$ cat src/rtl/mck_pkg.sv
package mck_pkg;
    localparam int NUM_COND  = 6;
    localparam int NUM_EXIG  = 2;
    localparam int NUM_SUB   = NUM_COND - NUM_EXIG;
    localparam int CR_W      = 32;
    // program bit n lives at register bit CR_W-1-n
    localparam int PBIT_TAG  = 0;
    localparam int PBIT_SUB0 = 4;

    localparam int COND_SYS  = 0;
    localparam int COND_IPD  = 1;
    localparam int COND_RCV  = 2;
    localparam int COND_DEG  = 3;
    localparam int COND_EXT  = 4;
    localparam int COND_WRN  = 5;

    typedef enum logic [1:0] {
        ST_RUN     = 2'd0,
        ST_PRESENT = 2'd1,
        ST_STOP    = 2'd2
    } mck_state_t;

    function automatic int reg_pos(input int pbit);
        return CR_W - 1 - pbit;
    endfunction
endpackage

$ cat src/rtl/mck_ctlreg.sv
module mck_ctlreg
    import mck_pkg::*;
#(
    parameter int W      = CR_W,
    parameter int NSUB   = NUM_SUB,
    parameter logic [NSUB-1:0] SUB_RST = 4'b0100
) (
    input  logic            clk,
    input  logic            rst_n,
    input  logic            wr_en,
    input  logic [W-1:0]    wr_data,
    output logic [W-1:0]    cr_o,
    output logic [NSUB-1:0] sub_mask
);
    localparam int TAG_POS = W - 1 - PBIT_TAG;

    logic            tag_q;
    logic [NSUB-1:0] sub_q;

    always_ff @(posedge clk) begin
        if (!rst_n) begin
            tag_q <= 1'b1;
            sub_q <= SUB_RST;
        end else if (wr_en) begin
            tag_q <= wr_data[TAG_POS];
            for (int i = 0; i < NSUB; i++) begin
                sub_q[i] <= wr_data[W - 1 - PBIT_SUB0 - i];
            end
        end
    end

    always_comb begin
        cr_o          = '0;
        cr_o[TAG_POS] = tag_q;
        for (int i = 0; i < NSUB; i++) begin
            cr_o[W - 1 - PBIT_SUB0 - i] = sub_q[i];
        end
    end

    assign sub_mask = sub_q;

    // register follows the write data one edge later
    p_write_lands_r2: assert property (@(posedge clk) disable iff (!rst_n)
        wr_en |=> (sub_mask[0] == $past(wr_data[W-1-PBIT_SUB0])));
endmodule

$ cat src/rtl/mck_pending.sv
module mck_pending
    import mck_pkg::*;
#(
    parameter int N = NUM_COND
) (
    input  logic         clk,
    input  logic         rst_n,
    input  logic [N-1:0] set_i,
    input  logic [N-1:0] clr_i,
    output logic [N-1:0] pend_o
);
    logic [N-1:0] pend_q;

    generate
        for (genvar g = 0; g < N; g++) begin : g_bit
            always_ff @(posedge clk) begin
                if (!rst_n) begin
                    pend_q[g] <= 1'b0;
                end else if (set_i[g]) begin
                    pend_q[g] <= 1'b1;
                end else if (clr_i[g]) begin
                    pend_q[g] <= 1'b0;
                end
            end
        end
    endgenerate

    assign pend_o = pend_q;

    // cleared bits drop unless re-reported on the same edge
    p_clear_drops_r7: assert property (@(posedge clk) disable iff (!rst_n)
        (clr_i != '0) |=> ((pend_o & $past(clr_i & ~set_i)) == '0));
    // a report is never lost
    p_set_sticks_r5: assert property (@(posedge clk) disable iff (!rst_n)
        (set_i != '0) |=> ((pend_o & $past(set_i)) == $past(set_i)));
endmodule

$ cat src/rtl/mck_fsm.sv
module mck_fsm
    import mck_pkg::*;
#(
    parameter int N  = NUM_COND,
    parameter int NE = NUM_EXIG
) (
    input  logic         clk,
    input  logic         rst_n,
    input  logic         mck_en_i,
    input  logic [N-1:0] pend_i,
    input  logic [N-1:0] enable_i,
    output logic         irq_o,
    output logic [N-1:0] present_o,
    output logic         chkstop_o,
    output logic [N-1:0] clr_o
);
    mck_state_t   state_q, state_d;
    logic [N-1:0] snap_q;
    logic         take_irq;
    logic         go_stop;

    assign take_irq = mck_en_i && ((pend_i & enable_i) != '0);
    assign go_stop  = !mck_en_i && (pend_i[NE-1:0] != '0);

    always_comb begin
        state_d = state_q;
        unique case (state_q)
            ST_RUN: begin
                if (go_stop)       state_d = ST_STOP;
                else if (take_irq) state_d = ST_PRESENT;
            end
            ST_PRESENT: state_d = ST_RUN;
            ST_STOP:    state_d = ST_STOP;
            default:    state_d = ST_RUN;
        endcase
    end

    always_ff @(posedge clk) begin
        if (!rst_n) begin
            state_q <= ST_RUN;
            snap_q  <= '0;
        end else begin
            state_q <= state_d;
            if (state_q == ST_RUN && state_d == ST_PRESENT) begin
                snap_q <= pend_i;
            end
        end
    end

    always_comb begin
        irq_o     = 1'b0;
        present_o = '0;
        chkstop_o = 1'b0;
        clr_o     = '0;
        unique case (state_q)
            ST_RUN: ;
            ST_PRESENT: begin
                irq_o     = 1'b1;
                present_o = snap_q;
                clr_o     = snap_q;
            end
            ST_STOP: chkstop_o = 1'b1;
            default: ;
        endcase
    end

    p_irq_one_cycle_r6: assert property (@(posedge clk) disable iff (!rst_n)
        irq_o |=> !irq_o);
    p_present_nonzero_r6: assert property (@(posedge clk) disable iff (!rst_n)
        irq_o |-> (present_o != '0));
    p_irq_needs_en_r4: assert property (@(posedge clk) disable iff (!rst_n)
        irq_o |-> $past(mck_en_i));
    p_stop_sticky_r9: assert property (@(posedge clk) disable iff (!rst_n)
        chkstop_o |=> chkstop_o);
    p_stop_quiet_r9: assert property (@(posedge clk) disable iff (!rst_n)
        chkstop_o |-> !irq_o);
endmodule

$ cat src/rtl/mck_mask_ctrl.sv
module mck_mask_ctrl
    import mck_pkg::*;
#(
    parameter int NCOND = NUM_COND,
    parameter int NEXIG = NUM_EXIG,
    parameter int CRW   = CR_W
) (
    input  logic             clk,
    input  logic             rst_n,
    input  logic             mck_en_i,
    input  logic             cr_wr_en,
    input  logic [CRW-1:0]   cr_wr_data,
    input  logic [NCOND-1:0] cond_pulse_i,
    output logic             irq_o,
    output logic [NCOND-1:0] present_o,
    output logic             chkstop_o,
    output logic [CRW-1:0]   cr_o
);
    localparam int NSUB = NCOND - NEXIG;

    logic [NSUB-1:0]  sub_mask;
    logic [NCOND-1:0] pend;
    logic [NCOND-1:0] clr;
    logic [NCOND-1:0] enable;

    assign enable = {sub_mask, {NEXIG{1'b1}}};

    mck_ctlreg #(.W(CRW), .NSUB(NSUB)) u_ctlreg (
        .clk      (clk),
        .rst_n    (rst_n),
        .wr_en    (cr_wr_en),
        .wr_data  (cr_wr_data),
        .cr_o     (cr_o),
        .sub_mask (sub_mask)
    );

    mck_pending #(.N(NCOND)) u_pending (
        .clk    (clk),
        .rst_n  (rst_n),
        .set_i  (cond_pulse_i),
        .clr_i  (clr),
        .pend_o (pend)
    );

    mck_fsm #(.N(NCOND), .NE(NEXIG)) u_fsm (
        .clk       (clk),
        .rst_n     (rst_n),
        .mck_en_i  (mck_en_i),
        .pend_i    (pend),
        .enable_i  (enable),
        .irq_o     (irq_o),
        .present_o (present_o),
        .chkstop_o (chkstop_o),
        .clr_o     (clr)
    );

    // presented vector is quiet outside a request
    p_present_quiet_r6: assert property (@(posedge clk) disable iff (!rst_n)
        !irq_o |-> (present_o == '0));
endmodule

$ cat config.mk
export PLATFORM = sky130hd
export DESIGN_NAME = mck_mask_ctrl
export DESIGN_NICKNAME = d
export VERILOG_FILES = /design/src/rtl/mck_pkg.sv /design/src/rtl/mck_ctlreg.sv /design/src/rtl/mck_pending.sv /design/src/rtl/mck_fsm.sv /design/src/rtl/mck_mask_ctrl.sv
export SDC_FILE = /design/constraint.sdc
export NUM_CORES = 1
export LEC_CHECK = 0
export ABC_CLOCK_PERIOD_IN_PS = 1600
export BUFFER_PORTS_ARGS = -buffer_cell sky130_fd_sc_hd__buf_2
export CORE_MARGIN = 2
export CORE_UTILIZATION = 36
export CTS_CLUSTER_SIZE = 24
export DETAILED_ROUTE_END_ITERATION = 10
export PLACE_DENSITY_LB_ADDON = 0.3
export SYNTH_ARGS = -nofsm -noshare
export SYNTH_HDL_FRONTEND = slang
export SYNTH_HIERARCHICAL = 1
export SYNTH_SLANG_ARGS = --single-unit
$ cat constraint.sdc
create_clock -name clk -period 1.6 [get_ports clk]
set_clock_uncertainty 0.15 [all_clocks]
set_input_delay 0.24 -clock clk [delete_from_list [all_inputs] [get_ports clk]]
set_output_delay 0.24 -clock clk [all_outputs]
set_load 0.1 [all_outputs]
==> metrics.md, run 1 <==
| Metric | Value |
|---|---|
| Outcome | `finished, violations left` |
| Failing checks | `setup timing` |
| Synthesized area per cell | `~10 µm²` |
| Final Cycle Share | `101.7%` |
| RSZ-0062 raised after global routing | `true` |
| Vias in the first global route | `around 650` |
| # diodes | `0` |
| Clk_lat worst skew | `0.29 ns` |
| GRT overflow | `0` |
| Synth cell types | `18` |
| Sink Count | `19` |
| Post-Route WL | `1858 µm` |
| RePlAce Congestion | `just over 0.7` |
| TritonCTS clock tree | `yes` |
| Rows | `19` |
| TNS Setup | `-0.08523 ns` |
| Max incr delay on CP | `roughly 0.34 ns` |
| Post-synthesis cell area | `around 0.0011 mm²` |
| Number of antenna violations at the first check in global routing | `0` |
| Commonest cells after routing, fill and taps aside | `conb_1, buf_2, dfxtp_1, buf_12` |
| Initial Util | `roughly two fifths` |
| Cts bufs inserted | `3` |
| Port Buffers | `27` |
| Place WS | `roughly 0.18 ns` |
| Tmin final | `around 1.6 ns` |
| Grt met1 use | `roughly an eighth` |
| Slowest cell on crit path | `dfxtp_2` |
| DPL Wire Length | `1429 µm` |
| Root Buffer | `clkbuf_4` |
| Max-Cap Viols | `0` |
| Final hold vios | `0` |
| Die H | `a little under 60 µm` |
| Worst Setup End Kind | `primary output` |
| Nets@finish | `184` |
| Commonest non-fill, non-tap cell in the layout | `conb_1` |
| Comb power frac | `41.3%` |
| Worst min-delay path class | `input port to flop` |
| Longest Clk Path Bufs | `2` |
| Power Dens Cells | `945.5 mW/mm²` |
| Internal | `just over 0.7 mW` |
| Gr usage total | `roughly 11%` |
| Htree depth | `1` |
| Share of cells above drive strength 1 | `45.39%` |
| Placed inst area | `around 0.0012 mm²` |
| Static leakage power | `approximately 0.66 nW` |
| Sequential-to-total area share from yosys stat | `34.86%` |
| Critical path required time | `between 1 and 1.5 ns` |
| Ports | `between 80 and 90` |
| Clock transition at path regs | `about 0.11 ns` |
| Seq pwr share | `40.3%` |
| Startpoint types | `flop` |
| Final Setup Violations | `6` |
| # fillers | `~280` |
| Layout area overhead | `27.06%` |
| Clock share of power | `18.4%` |
| #FFs+latches synth | `19` |
| FMAX | `a little over 600 MHz` |
| Met3 Use GR | `around 1.5%` |
| Hold slack | `around 0.0035 ns` |
| Via count | `between 700 and 800` |
| Cells along the critical path | `nor2b_4 -> and2_4 -> buf_12` |
| Synth Warn # | `6` |
| Final worst slack | `-0.02688 ns` |
| ANT nets after route | `0` |
| Die area | `approximately 0.0035 mm²` |
| Worst-path fanout max | `7` |
| Remaining DRCs | `0` |
| Die width | `slightly below 60 µm` |
| Pin count of the biggest net entering global routing | `12` |
| GRT met2 Usage | `20.48%` |
| Slew Viols, Final | `0` |
| Worst IR Drop VDD | `0.4943 mV` |
| Switching portion of total power | `46.13%` |
| Critical Path AT | `between 1 and 1.5 ns` |
| Via density | `roughly 4.1` |
| Switching Power | `0.6047 mW` |
| Core box area | `~0.0028 mm²` |
| Critical path class | `flop to primary output` |
| DR WL/cell | `about 11 µm` |
| Busiest metal layer after global routing | `met2` |
| Number of detailed-route iterations in the first pass | `6` |
| First-pass GRT wire length | `between 2000 and 3000 µm` |
| Cell count after synthesis | `around 110` |
| Initial DRC count | `7` |
| Post-route cell area | `0.001386 mm²` |
| Overall power | `~1.3 mW` |
-- cell usage after synthesis --
library cell | number | area (µm²)
buf_4 | 38 | 285.3
dfxtp_1 | 19 | 380.4
a22o_1 | 6 | 52.55
and2_1 | 6 | 37.54
nor2b_4 | 6 | 82.58
o21a_1 | 6 | 45.04
mux2i_1 | 5 | 50.05
nor2b_1 | 5 | 31.28
nor2_1 | 4 | 15.01
a22oi_1 | 3 | 22.52
buf_6 | 2 | 22.52
conb_1 | 2 | 7.510
nand2_1 | 2 | 7.510
a31oi_4 | 1 | 21.27
and4_4 | 1 | 11.26
inv_1 | 1 | 3.750
nand3_2 | 1 | 10.01
nor3_1 | 1 | 5.000
-- state kept, by name, summed over array words and instances, names as in the netlist --
name and flops:
u_pending/pend_o 6, u_ctlreg/sub_mask 4, u_fsm/state_q 2, u_fsm/snap_q 6, u_ctlreg/tag_q 1
-- area by class of cell --
class	instances	area [µm²]	share of cell area [%]
Timing Repair Buffer	41	377.9	27.26
Sequential cell	19	397.9	28.70
Multi-Input combinational cell	76	540.5	38.99
Clock buffer	3	22.52	1.625
Clock inverter	1	5.005	0.3610
Tap cell	31	38.79	2.798
Inverter	1	3.754	0.2708
-- power groups by stage --
stage	combinational (mW)	sequential, mW	clock (mW)
detailed placement	0.520	0.541	0
finish	0.541	0.528	0.242
global route	0.558	0.534	0.267
global placement	0.518	0.539	0
floorplan	0.486	0.577	0
CTS	0.541	0.530	0.250
-- through the flow --
step                      cells  util (%)
after CTS                   171     48.74
final                       172     49.00
after detailed placement    155     43.92
after floorplan             136         -
after global routing        172     49.00
after global placement      155     43.92
-- per-layer routing --
metal / vias to the layer above / share of wire, %
met3: 2 / 5.6
met4: 0 / 1.6
met5: - / 0
met2: 32 / 55
li1: 356 / -
met1: 322 / 38
-- critical path, delay by kind of cell (launching register included) --
family	cells	cell delay (ns)
flip-flops	1	0.34
AND/OR/NAND/NOR	2	0.43
buffers and inverters	1	0.17
-- logic make-up after synthesis --
logic type,after synthesis,share of synthesized area [%]
flip-flops,19,34.86
buffers and inverters,41,28.55
AO/OA/AOI/OAI,16,12.96
other,2,0.6883
AND/OR/NAND/NOR,26,18.35
multiplexers,5,4.587
-- timing repair --
item,in CTS,in global routing
hold buffers,7,0
setup buffers,5,1
setup endpoints to repair,6,7
hold endpoints to repair,7,0
pin swaps,4,6
gates resized for setup,1,0
-- path summary, 6_finish.rpt --
path | startpoint | endpoint | slack, ns | cells after the start
min reg2reg | u_ctlreg/tag_q | u_ctlreg/tag_q | 0.34 | 2
min | cr_wr_data[25] | u_ctlreg/sub_mask[2] | 0.004 | 3
max | u_fsm/state_q[0] | present_o[1] | -0.03 | 3
max reg2reg | u_ctlreg/sub_mask[2] | u_fsm/snap_q[3] | 0.26 | 4
Power figures use the tool's default switching activity.
==> inputs of run 2 (changes only) <==
ABC_CLOCK_PERIOD_IN_PS = 1300   (was 1600)
clock period = 1.3 ns   (was 1.6 ns; I/O delays follow)
==> run 2 against run 1 <==
  * The run still ends with setup timing left
  * Global-route usage grew 1.1 points
  * Critical path type unchanged
  * Die area is the same
  * Critical endpoint is now present_o[5]
  * First-iteration DRC count grew 57%
  * Via count grew 10%
  * Non-clock buffer count grew 12
  * Hold slack gained 0.019 ns
  * Largest cell class is now non-clock buffers
  * Power grew 28%
  * Sequential share of layout area shrank 3.4 points
  * Wire length grew 6.6%
==> metrics.md, run 2 (same netlist as run 1, synthesis figures left out) <==
| Metric | Value |
|---|---|
| Post-route cell area | `between 0.0015 and 0.002 mm²` |
| Initial DRC count | `11` |
| Final hold vios | `0` |
| Worst R2R Start | `u_fsm/state_q[0]` |
| Vias in the first global route | `670` |
| R2r setup slk | `-0.06 ns` |
| RePlAce Congestion | `0.7054` |
| Number of antenna violations at the first check in global routing | `0` |
| # fillers | `~250` |
| Htree depth | `1` |
| Static leakage power | `approximately 0.75 nW` |
| Worst IR Drop VDD | `a little under 0.6 mV` |
| Hold depth | `3` |
| Commonest cells after routing, fill and taps aside | `conb_1, buf_2, buf_12, buf_4, dfxtp_1` |
| Via count | `784` |
| Die area | `0.003487 mm²` |
| Via density | `about 4.3` |
| Rows | `19` |
| Final Setup Violations | `20` |
| Die H | `59.05 µm` |
| Root Buffer | `clkbuf_4` |
| Number of detailed-route iterations in the first pass | `4` |
| Worst-path fanout max | `7` |
| Final worst slack | `-0.2871 ns` |
| Hold Path Sink | `u_ctlreg/sub_mask[3]` |
| R2R Path End | `u_fsm/snap_q[4]` |
| Switching Power | `~0.75 mW` |
| Final Cycle Share | `122.1%` |
| Post-Route WL | `slightly below 2000 µm` |
| Place WS | `around 0.017 ns` |
| Clk_lat worst skew | `approximately 0.29 ns` |
| Layout area overhead | `44.27%` |
| Outcome | `finished, violations left` |
| RSZ-0062 raised after global routing | `true` |
| Met3 Use GR | `5.240%` |
| FMAX | `roughly 630 MHz` |
| Commonest non-fill, non-tap cell in the layout | `conb_1` |
| Cells on worst reg2reg path | `4` |
| Share of cells above drive strength 1 | `a little under half` |
| Placed inst area | `0.001370 mm²` |
| Critical path class | `flop to primary output` |
| Critical Path AT | `~1.2 ns` |
| Grt met1 use | `16.46%` |
| TritonCTS clock tree | `yes` |
| Nets@finish | `196` |
| DPL Wire Length | `~1500 µm` |
| Sink Count | `19` |
| Failing checks | `setup timing` |
| DR WL/cell | `about 11 µm` |
| Clock transition at path regs | `about 0.10 ns` |
| Worst min-delay path class | `input port to flop` |
| Clock share of power | `17.4%` |
| Busiest metal layer after global routing | `met2` |
| Storage cell area | `397.9 µm²` |
| Initial Util | `38.57%` |
| Cts bufs inserted | `3` |
| Overall power | `around 1.7 mW` |
| Die width | `59.05 µm` |
| Max-Cap Viols | `0` |
| GRT met2 Usage | `around 18%` |
| # diodes | `0` |
| First-pass GRT wire length | `between 3000 and 4000 µm` |
| Startpoint types | `flop` |
| Hold path start | `cr_wr_data[24]` |
| Comb power frac | `43.9%` |
| Slew Viols, Final | `0` |
| Longest Clk Path Bufs | `2` |
| Tmin final | `~1.6 ns` |
| Final core occ | `between 50% and 60%` |
| GRT overflow | `0` |
| Remaining DRCs | `0` |
| Multi-input logic area | `roughly 550 µm²` |
| Internal | `a little over 0.9 mW` |
| Gr usage total | `approximately an eighth` |
| Switching portion of total power | `around 45%` |
| Pin count of the biggest net entering global routing | `11` |
| Critical path required time | `roughly 0.95 ns` |
| Ports | `slightly above 80` |
| Core box area | `about 0.0028 mm²` |
| ANT nets after route | `0` |
| Port Buffers | `27` |
| Seq pwr share | `about two fifths` |
| Power Dens Cells | `between 1000 and 1500 mW/mm²` |
| Worst Setup End Kind | `primary output` |
-- run 2: layout make-up --
type,count,share of cell area (%)
repair buffers,53,35.69
inverters,1,0.2385
clock buffers,4,1.669
flip-flops and latches,19,25.28
multi-input cells,76,34.66
well taps,31,2.464
-- run 2: worst max-delay path by stage --
| stage | start | end | slack [ns] | depth (start not counted) |
|---|---|---|---|---|
| after detailed placement | u_fsm/state_q[1] | present_o[2] | 0.02 | 3 |
| after CTS | u_fsm/state_q[0] | present_o[2] | -0.29 | 3 |
| after global placement | u_fsm/state_q[0] | present_o[5] | 0.02 | 3 |
| after global routing | u_fsm/state_q[0] | present_o[5] | -0.35 | 3 |
| after floorplan | u_fsm/state_q[0] | present_o[0] | -0.45 | 3 |
| final | u_fsm/state_q[0] | present_o[5] | -0.29 | 3 |
-- run 2: what timing repair did --
item	in CTS	in global routing
pin swaps	6	3
hold endpoints to repair	10	0
resized for setup	5	0
buffers inserted	7	2
setup endpoints to repair	10	22
hold buffers	10	0
-- run 2: power by group through the flow --
stage               sequential [mW]  clock [mW]  combinational (mW)
finish                        0.651       0.292               0.736
global placement              0.662           0               0.693
detailed placement            0.663           0               0.697
floorplan                     0.710           0               0.598
CTS                           0.651       0.306               0.733
global route                  0.656       0.335               0.765
-- run 2: worst max-delay path, cell delays in order (launching register included) --
cell and delay (ns):
dfxtp_2 0.35, nor2b_4 0.23, and2_4 0.20, buf_12 0.17
-- run 2: through the flow --
step           hold slack [ns]  std cells  setup TNS [ns]
2_1_floorplan           0.1063        136          -6.732
3_3_place_gp            0.2550        162               0
3_5_place_dp            0.2581        162               0
4_1_cts                0.01647        183          -2.386
5_1_grt                0.02329        184          -3.730
6_report               0.02295        184          -2.586
-- run 2: routing by layer --
metal | routed length [µm] | share of wire (%)
met5 | 0 | 0
met4 | 10 | 0.51
met3 | 180 | 9.1
met2 | 948 | 48
met1 | 841 | 42
